==> config.mk <==
export PLATFORM = sky130hd
export DESIGN_NAME = sdram_init_seq
export DESIGN_NICKNAME = d
export VERILOG_FILES = /design/src/rtl/sdram_init_pkg.sv /design/src/rtl/sdram_init_timer.sv /design/src/rtl/sdram_init_refcnt.sv /design/src/rtl/sdram_cmd_drive.sv /design/src/rtl/sdram_init_seq.sv
export SDC_FILE = /design/constraint.sdc
export NUM_CORES = 1
export LEC_CHECK = 0
export CORE_ASPECT_RATIO = 0.9
export CORE_MARGIN = 1.5
export CORE_UTILIZATION = 45
export DETAILED_ROUTE_END_ITERATION = 7
export PLACE_DENSITY = 0.79
export SKIP_CTS_REPAIR_TIMING = 1
export SLEW_MARGIN = 10
export SYNTH_ARGS = -nofsm -noshare
export SYNTH_HDL_FRONTEND = slang
export SYNTH_HIERARCHICAL = 1
export SYNTH_SLANG_ARGS = --single-unit
==> constraint.sdc <==
create_clock -name clk -period 3.51 [get_ports clk]
set_clock_uncertainty 0.05 [all_clocks]
set_input_delay 0.702 -clock clk [delete_from_list [all_inputs] [get_ports clk]]
set_output_delay 0.702 -clock clk [all_outputs]
set_load 0.03 [all_outputs]
==> src/rtl/sdram_init_pkg.sv <==
package sdram_init_pkg;

    typedef enum logic [2:0] {
        ST_PAUSE,
        ST_PRECHARGE,
        ST_WAIT_RP,
        ST_REFRESH,
        ST_WAIT_RC,
        ST_LOAD_MODE,
        ST_WAIT_MRD,
        ST_DONE
    } init_state_t;

    typedef enum logic [1:0] {
        CMD_NOP,
        CMD_PRECHARGE,
        CMD_REFRESH,
        CMD_MODE_SET
    } sdram_cmd_t;

    // NOP cycles placed between two commands for a recovery time given in clocks
    function automatic int unsigned nop_gap(input int unsigned t_clk);
        return (t_clk < 2) ? 1 : t_clk - 1;
    endfunction

endpackage

==> src/rtl/sdram_init_timer.sv <==
module sdram_init_timer #(
    parameter int unsigned CNT_W     = 8,
    parameter int unsigned RESET_VAL = 1
) (
    input  logic             clk,
    input  logic             rst_n,
    input  logic             load,
    input  logic [CNT_W-1:0] load_val,
    output logic             expired
);
    logic [CNT_W-1:0] cnt_q;

    always_ff @(posedge clk or negedge rst_n) begin
        if (!rst_n)
            cnt_q <= CNT_W'(RESET_VAL);
        else if (load)
            cnt_q <= load_val;
        else if (cnt_q != '0)
            cnt_q <= cnt_q - 1'b1;
    end

    assign expired = (cnt_q == '0);
endmodule

==> src/rtl/sdram_init_refcnt.sv <==
module sdram_init_refcnt #(
    parameter int unsigned TARGET = 8
) (
    input  logic clk,
    input  logic rst_n,
    input  logic inc,
    output logic reached
);
    localparam int unsigned W = $clog2(TARGET + 1);
    logic [W-1:0] tally_q;

    always_ff @(posedge clk or negedge rst_n) begin
        if (!rst_n)
            tally_q <= '0;
        else if (inc && !reached)
            tally_q <= tally_q + 1'b1;
    end

    assign reached = (tally_q == W'(TARGET));

    // the tally never passes its target
    tally_bound_chk: assert property (@(posedge clk) disable iff (!rst_n)
        reached |=> reached);
endmodule

==> src/rtl/sdram_cmd_drive.sv <==
module sdram_cmd_drive
    import sdram_init_pkg::*;
(
    input  sdram_cmd_t cmd,
    output logic       cs_n,
    output logic       ras_n,
    output logic       cas_n,
    output logic       we_n
);
    always_comb begin
        cs_n = 1'b0;
        unique case (cmd)
            CMD_NOP:       {ras_n, cas_n, we_n} = 3'b111;
            CMD_PRECHARGE: {ras_n, cas_n, we_n} = 3'b010;
            CMD_REFRESH:   {ras_n, cas_n, we_n} = 3'b001;
            CMD_MODE_SET:  {ras_n, cas_n, we_n} = 3'b000;
            default:       {ras_n, cas_n, we_n} = 3'b111;
        endcase
    end
endmodule

==> src/rtl/sdram_init_seq.sv <==
module sdram_init_seq
    import sdram_init_pkg::*;
#(
    parameter int unsigned CLK_KHZ          = 100000,
    parameter int unsigned PAUSE_US         = 200,
    parameter int unsigned SIM_PAUSE_CYCLES = 0,
    parameter int unsigned REFRESH_COUNT    = 8,
    parameter int unsigned T_RP             = 3,
    parameter int unsigned T_RC             = 7,
    parameter int unsigned T_MRD            = 2,
    parameter int unsigned ADDR_W           = 12,
    parameter int unsigned BA_W             = 2,
    parameter int unsigned DQM_W            = 1,
    parameter int unsigned AP_BIT           = 10,
    parameter logic [ADDR_W-1:0] MODE_VALUE = 12'h032
) (
    input  logic              clk,
    input  logic              rst_n,
    output logic              cke,
    output logic              cs_n,
    output logic              ras_n,
    output logic              cas_n,
    output logic              we_n,
    output logic [BA_W-1:0]   ba,
    output logic [ADDR_W-1:0] addr,
    output logic [DQM_W-1:0]  dqm,
    output logic              init_done
);
    localparam int unsigned PAUSE_CALC = (CLK_KHZ * PAUSE_US + 999) / 1000;
    localparam int unsigned PAUSE_RAW  = (SIM_PAUSE_CYCLES != 0) ? SIM_PAUSE_CYCLES : PAUSE_CALC;
    localparam int unsigned PAUSE_CYC  = (PAUSE_RAW == 0) ? 1 : PAUSE_RAW;
    localparam int unsigned RP_GAP     = nop_gap(T_RP);
    localparam int unsigned RC_GAP     = nop_gap(T_RC);
    localparam int unsigned MRD_GAP    = nop_gap(T_MRD);
    localparam int unsigned GAP_MAX    = (RP_GAP > RC_GAP) ?
                                         ((RP_GAP > MRD_GAP) ? RP_GAP : MRD_GAP) :
                                         ((RC_GAP > MRD_GAP) ? RC_GAP : MRD_GAP);
    localparam int unsigned CNT_MAX    = (PAUSE_CYC > GAP_MAX) ? PAUSE_CYC : GAP_MAX;
    localparam int unsigned CNT_W      = $clog2(CNT_MAX + 1);

    init_state_t      state_q, state_d;
    sdram_cmd_t       cmd;
    logic             tmr_load;
    logic [CNT_W-1:0] tmr_val;
    logic             tmr_expired;
    logic             refs_all;

    sdram_init_timer #(
        .CNT_W     (CNT_W),
        .RESET_VAL (PAUSE_CYC - 1)
    ) u_timer (
        .clk      (clk),
        .rst_n    (rst_n),
        .load     (tmr_load),
        .load_val (tmr_val),
        .expired  (tmr_expired)
    );

    sdram_init_refcnt #(
        .TARGET (REFRESH_COUNT)
    ) u_refcnt (
        .clk     (clk),
        .rst_n   (rst_n),
        .inc     (state_q == ST_REFRESH),
        .reached (refs_all)
    );

    sdram_cmd_drive u_drive (
        .cmd   (cmd),
        .cs_n  (cs_n),
        .ras_n (ras_n),
        .cas_n (cas_n),
        .we_n  (we_n)
    );

    // state register
    always_ff @(posedge clk or negedge rst_n) begin
        if (!rst_n)
            state_q <= ST_PAUSE;
        else
            state_q <= state_d;
    end

    // next state and timer loads
    always_comb begin
        state_d  = state_q;
        tmr_load = 1'b0;
        tmr_val  = '0;
        unique case (state_q)
            ST_PAUSE:     if (tmr_expired) state_d = ST_PRECHARGE;
            ST_PRECHARGE: begin
                state_d  = ST_WAIT_RP;
                tmr_load = 1'b1;
                tmr_val  = CNT_W'(RP_GAP - 1);
            end
            ST_WAIT_RP:   if (tmr_expired) state_d = ST_REFRESH;
            ST_REFRESH: begin
                state_d  = ST_WAIT_RC;
                tmr_load = 1'b1;
                tmr_val  = CNT_W'(RC_GAP - 1);
            end
            ST_WAIT_RC:   if (tmr_expired) state_d = refs_all ? ST_LOAD_MODE : ST_REFRESH;
            ST_LOAD_MODE: begin
                state_d  = ST_WAIT_MRD;
                tmr_load = 1'b1;
                tmr_val  = CNT_W'(MRD_GAP - 1);
            end
            ST_WAIT_MRD:  if (tmr_expired) state_d = ST_DONE;
            ST_DONE:      state_d = ST_DONE;
            default:      state_d = ST_PAUSE;
        endcase
    end

    // outputs
    always_comb begin
        cke       = 1'b1;
        ba        = '0;
        addr      = '0;
        dqm       = '1;
        init_done = 1'b0;
        cmd       = CMD_NOP;
        unique case (state_q)
            ST_PRECHARGE: begin
                cmd          = CMD_PRECHARGE;
                addr[AP_BIT] = 1'b1;
            end
            ST_REFRESH:   cmd = CMD_REFRESH;
            ST_LOAD_MODE: begin
                cmd  = CMD_MODE_SET;
                addr = MODE_VALUE;
            end
            ST_DONE: begin
                dqm       = '0;
                init_done = 1'b1;
            end
            default:      cmd = CMD_NOP;
        endcase
    end


    pause_quiet_chk: assert property (@(posedge clk) disable iff (!rst_n)
        (state_q == ST_PAUSE) |-> (ras_n && cas_n && we_n && cke && (&dqm) && !init_done));


    precharge_all_chk: assert property (@(posedge clk) disable iff (!rst_n)
        (!cs_n && !ras_n && cas_n && !we_n) |-> addr[AP_BIT]);


    refresh_count_chk: assert property (@(posedge clk) disable iff (!rst_n)
        (!cs_n && !ras_n && !cas_n && we_n) |-> !refs_all);


    refresh_gap_chk: assert property (@(posedge clk) disable iff (!rst_n)
        (!ras_n && !cas_n && we_n) |=> (ras_n && cas_n && we_n));


    mode_after_refs_chk: assert property (@(posedge clk) disable iff (!rst_n)
        (!cs_n && !ras_n && !cas_n && !we_n) |-> refs_all);


    mode_then_nop_chk: assert property (@(posedge clk) disable iff (!rst_n)
        (!ras_n && !cas_n && !we_n) |=> (ras_n && cas_n && we_n));


    done_sticky_chk: assert property (@(posedge clk) disable iff (!rst_n)
        init_done |=> (init_done && ras_n && cas_n && we_n && (dqm == '0)));
endmodule

# After elaboration in Yosys (flattened, before gate mapping)
# Index checks and enable logic that the tools add are counted.
[totals] ff_bits=22 inputBits=2 output_inout_bits=21 word_cells=52
[op_classes] addsub=2 n_eq_ne=15 n_mux=18 n_reduce_logical=14
[op_table] cell="$mux 15" count=2
[op_table] cell="$pmux 3 s8" count=1
[op_table] cell="$logic_not 15->1" count=1
[op_table] cell="$mux 3" count=5
[op_table] cell="$reduce_bool 15->1" count=1
[op_table] cell="$sub 15x1->15 const B" count=1
[op_table] cell="$eq 3x3->1 const B" count=4
[op_table] cell="$ne 2x2->1 const B" count=4
[op_table] cell="$reduce_or 2->1" count=4
[op_table] cell="$eq 3x2->1 const B" count=2
[op_table] cell="$mux 6" count=1
[op_table] cell="$pmux 1 s2" count=3
[op_table] cell="$pmux 2 s3" count=1
[op_table] cell="$pmux 3 s2" count=1
[op_table] cell="$reduce_or 3->1" count=2
[op_table] cell="$add 4x1->4 const B" count=1
[op_table] cell="$eq 2x2->1 const B" count=2
[op_table] cell="$eq 4x4->1 const B" count=1
[op_table] cell="$mux 1" count=4
[op_table] cell="$reduce_and 4->1" count=1
[op_table] cell="$eq 3x1->1 const B" count=1
[op_table] cell="$logic_not 3->1" count=1
[op_table] cell="$eq 2x1->1 const B" count=1
[op_table] cell="$logic_not 2->1" count=1
[op_table] cell="3 further kinds" count=3

# Depth between registers and ports, before layout
[logic_depth] ltp_word=5 mapped_depth=6 ltp_nobuf=6

# By module
# The synthesis kept the hierarchy.
[modules_own_cells] module="sdram_init_timer" n_inst=1 cells_per_inst=79 area_per_inst_um2=840.8 seq_area_each_um2=386.6
[modules_own_cells] module="sdram_init_seq" n_inst=1 cells_per_inst=40 area_per_inst_um2=346.6 seq_area_each_um2=75.1
[modules_own_cells] module="sdram_init_refcnt" n_inst=1 cells_per_inst=19 area_per_inst_um2=207.7 seq_area_each_um2=100.1
[modules_own_cells] module="sdram_cmd_drive" n_inst=1 cells_per_inst=5 area_per_inst_um2=22.5 seq_area_each_um2=0.0

# Worst setup path after synthesis
# No wires, ideal clock.
[synth_path] path_type="reg-to-reg" start="register u_timer.cnt_q[0]" end="register u_timer.cnt_q[7]" setup_time_ns=0.127 t_arrival_ns=2.063 t_required_ns=3.333 slack_ns=1.269 path_stages_with_launch=7 n_path_buf=0 period_less_slack_ns=2.241 path_cell_list="dfstp_2 -> inv_1 -> ha_1 -> or4b_1 -> nor4b_4 -> o31ai_1 -> mux2_1"
[synth_between] elab_chain_len=3 word_cells_on_any_way=5 classes_between="add/sub: 1; mux: 2; reduce/logical: 2"
[synth_rtl] item="start, declared" line_no="sdram_init_timer.sv:11" source="logic [CNT_W-1:0] cnt_q;"
[synth_rtl] item="start signal, assigned" line_no="sdram_init_timer.sv:15" source="cnt_q <= CNT_W'(RESET_VAL);"
[synth_rtl] item="start signal, assigned" line_no="sdram_init_timer.sv:17" source="cnt_q <= load_val;"
[synth_rtl] item="start signal, assigned" line_no="sdram_init_timer.sv:19" source="cnt_q <= cnt_q - 1'b1;"
[synth_rtl] item="$sub 15x1->15" line_no="sdram_init_timer.sv:19"
[synth_rtl] item="$mux 15" line_no="sdram_init_timer.sv:18" source="else if (cnt_q != '0)"
[synth_rtl] item="$mux 15" line_no="sdram_init_timer.sv:16" source="else if (load)"
# Several ways; a longest one is shown, not always the timed one. The select of a mux whose other input is x is not followed.
# A chain may end at the register's enable or synchronous reset.

# Worst setup path after layout
[layout_path] start="register state_q[1]" end="output port ras_n"
[layout_between] elab_chain_len=5 word_cells_on_any_way=10 classes_between="eq/ne: 6; mux: 2; reduce/logical: 2"
[layout_rtl] item="start, declared" line_no="sdram_init_seq.sv:41" source="init_state_t state_q, state_d;"
[layout_rtl] item="start signal, assigned" line_no="sdram_init_seq.sv:81" source="state_q <= state_d;"
[layout_rtl] item="$eq 3x3->1 (tied with other cells)" line_no="sdram_init_seq.sv:122" source="unique case (state_q)"
[layout_rtl] item="$pmux 2 s3 (*)" line_no="sdram_init_seq.sv:122"
[layout_rtl] item="via cmd[1]" line_no="sdram_init_seq.sv:42" source="sdram_cmd_t cmd;"
[layout_rtl] item="$eq 2x1->1 or $eq 2x2->1 (tied branches)" line_no="sdram_cmd_drive.sv:12" source="unique case (cmd)"
[layout_rtl] item="$reduce_or 3->1 (no source line)"
[layout_rtl] item="$pmux 1 s2 (*)" line_no="sdram_cmd_drive.sv:12"
[layout_rtl] item="end, declared" line_no="sdram_init_seq.sv:21" source="output logic ras_n,"
# Mark *: on every way through the listed nets, which the timed path passes. The rest lies on a longest branch.

==> impl_metrics.yaml <==
clocking:
  cts_tree: "done"
  cts_root_buf: "clkbuf_4"
  htree_levels: 1
  clkSlewWorstSetupHoldPaths_ns: 0.12
  cts.sinks: 22
  cts_buffers: 3
  clockBufferDepth: 2
  insertion_delay_ns: 0.31
layout:
  diodes: 0
  n_fill_cell: 290
  drive_gt1_share_pct: 15.7
  finish.utilization_pct: 50.6
  multi_input_area_um2: 743
  area_growth_pct: 7.86
  stdcell_area_mm2: 0.00153
  seqCellArea_um2: 562
  finalNetCount: 165
pwr:
  comb_power_share_pct: 6.1
  power_frac_seq_pct: 63.6
  pwr_density_cell_mw_per_mm2: 261
  ir_drop_v: 0.000207
  power.total_uw: 399
  clkPwrFrac_pct: 30.3
  leakage_nw: 0.664
  swShare_pct: 25.0
  internal_power_uw: 299
  switchingPower_uw: 99.9
setup_path:
  crit_required_ns: 2.76
  cp.arrival_ns: 1.94
  crit_fanout: 8
  cp-end-kind: "output port"
  startpoint_type: "flop"
  path_class: "reg -> out"
  reg2regPathDepth: 6
grt:
  grt_antenna_before_repair: 0
  grtUsageTotal_pct: 14.7
  grt_pass1_vias: 899
  grt_pass1_wl_um: 4060
  gr-total-overflow: 0
  grt_max_degree: 24
place:
  dp_hpwl_um: 1830
  place_area_mm2: 0.00150
  gp_congestion: 0.773
  portBuffers: 10
floorplanning:
  core-area_mm2: 0.00302
  fp.dieW_um: 62.2
  io_pins: 23
  die-area_mm2: 0.00350
  num_rows: 19
  die_h_um: 56.2
  start_util_pct: 47.0
sta:
  timing.fmax_mhz: 372
  period_share_pct: 76.7
  tightest_slew_ns: 0.959
  final-max-slew-violation-count: 0
  worst_hold_slack_ns: 0.459
  layout_min_cycle_time_ns: 2.69
  timing.final.hold_violations: 0
  tns_ns: 0
  rsz0062_at_grt: "no"
  finalSetupViolations: 0
  timing.slew.headroom_pct: 35.9
hold_path:
  worstHoldPathType: "reg -> reg"
  holdPathStages: 1
drt:
  drt_pass1_iterations: 4
  antenna_left: 0
  wl_per_cell_um: 12.2
  first_iter_violations: 10
  drc: 0
  vias: 961
  drt-total-wl_um: 2460
  via_per_inst: 4.78
synthesis:
  yosysSeqAreaShare_pct: 39.6
  ys_ff_latch: 22
  yosysTopAreaCellShare_pct: 22.9
  synthTopCellsByCount: "buf_4 (15), dfrtp_1 (13), inv_1 (10)"
  synth_flop_cell: "dfrtp_1"
  yosysTopAreaCell: "dfrtp_1"
  synthArstFlopShare_pct: 100
  synth_enable_flop_cells: 0
  yosysUniqueCellTypes: 46
  syn-instance-count: 143
  syn-cell-area_mm2: 0.00142
  ys.warnings.count: 6
  syn_avg_cell_area_um2: 9.91
  yosysMostFrequentCell: "buf_4"
  synthTopCellsByArea: "dfrtp_1 (23%), dfstp_2 (17%), buf_4 (7.9%)"
status:
  run_status: "completed"
run:
  max_cap_violations: 0
[flip-flops by register name, indices dropped and copies added, names as in the netlist]
register,cells
u_refcnt/tally_q,4
u_timer/cnt_q,15
state_q,3
[final cells by class]
class                   count  share of cell area (%)
flip-flops and latches     22                    36.7
inverters                  10                    2.45
clock buffers               4                    1.72
repair buffers             11                    7.04
well taps                  42                    3.44
multi-input cells         112                    48.6
[final timing paths]
kind	from	to	slack, ns
max in group asynchronous	rst_n	state_q[0]	1.97
min	u_refcnt/tally_q[3]	u_refcnt/tally_q[3]	0.46
min in group asynchronous	rst_n	u_timer/cnt_q[6]	0.86
max	state_q[1]	ras_n	0.82
min reg2reg	u_refcnt/tally_q[3]	u_refcnt/tally_q[3]	0.46
max reg2reg	u_timer/cnt_q[0]	u_timer/cnt_q[7]	1.02
[power groups by stage]
stage | Clock, mW | Combinational, mW | Sequential, mW
detailed placement | 0 | 0.0244 | 0.258
CTS | 0.124 | 0.0244 | 0.254
finish | 0.121 | 0.0246 | 0.254
global route | 0.135 | 0.0274 | 0.254
floorplan | 0 | 0.0287 | 0.258
global placement | 0 | 0.0243 | 0.258
[stage by stage]
step / std cells / worst slack, ns
after floorplan: 165 / 1.27
after global placement: 197 / 1.14
after detailed placement: 197 / 1.04
after CTS: 201 / 0.802
after global routing: 201 / 0.729
final: 201 / 0.818
[layout by cell type, fill, tap and decap left out, types with 2 or more instances in the layout]
master / Yosys / final
clkdlybuf4s50_1: 0 / 10
nand3_1: 2 / 2
dfrtp_1: 13 / 13
or4_1: 4 / 4
a22o_1: 8 / 8
nor3_1: 5 / 5
xnor2_1: 4 / 4
xor2_1: 9 / 9
and2b_2: 2 / 2
nand2_1: 7 / 7
o21ai_0: 5 / 5
conb_1: 3 / 25
o31ai_1: 4 / 4
nor2_1: 6 / 6
inv_1: 10 / 10
clkbuf_4: 0 / 3
or3_1: 2 / 2
dfstp_2: 9 / 9
ha_1: 3 / 3
[cells by family after synthesis]
logic type	Yosys count	synth area share (%)
flip-flops	22	39.6
AND/OR/NAND/NOR	42	19.2
buffers and inverters	31	13.8
other	3	0.794
multiplexers	2	1.85
adder cells (fa/ha/maj)	3	2.65
XOR/XNOR	13	8.03
AO/OA/AOI/OAI	27	14.0
[layer usage]
layer | global-route usage [%] | routed length [um]
met3 | 3.85 | 93
met4 | 1.90 | 0
met2 | 24.7 | 1180
met5 | 0 | 0
met1 | 19.9 | 1180
[critical path, cell delays in order, from the launching register on]
cell and delay (ns):
dfrtp_1 0.50, xor2_1 0.20, and2_1 0.18, nor2_1 0.08, clkdlybuf4s50_1 0.67
Note: power is estimated with default switching activity, not from simulation.
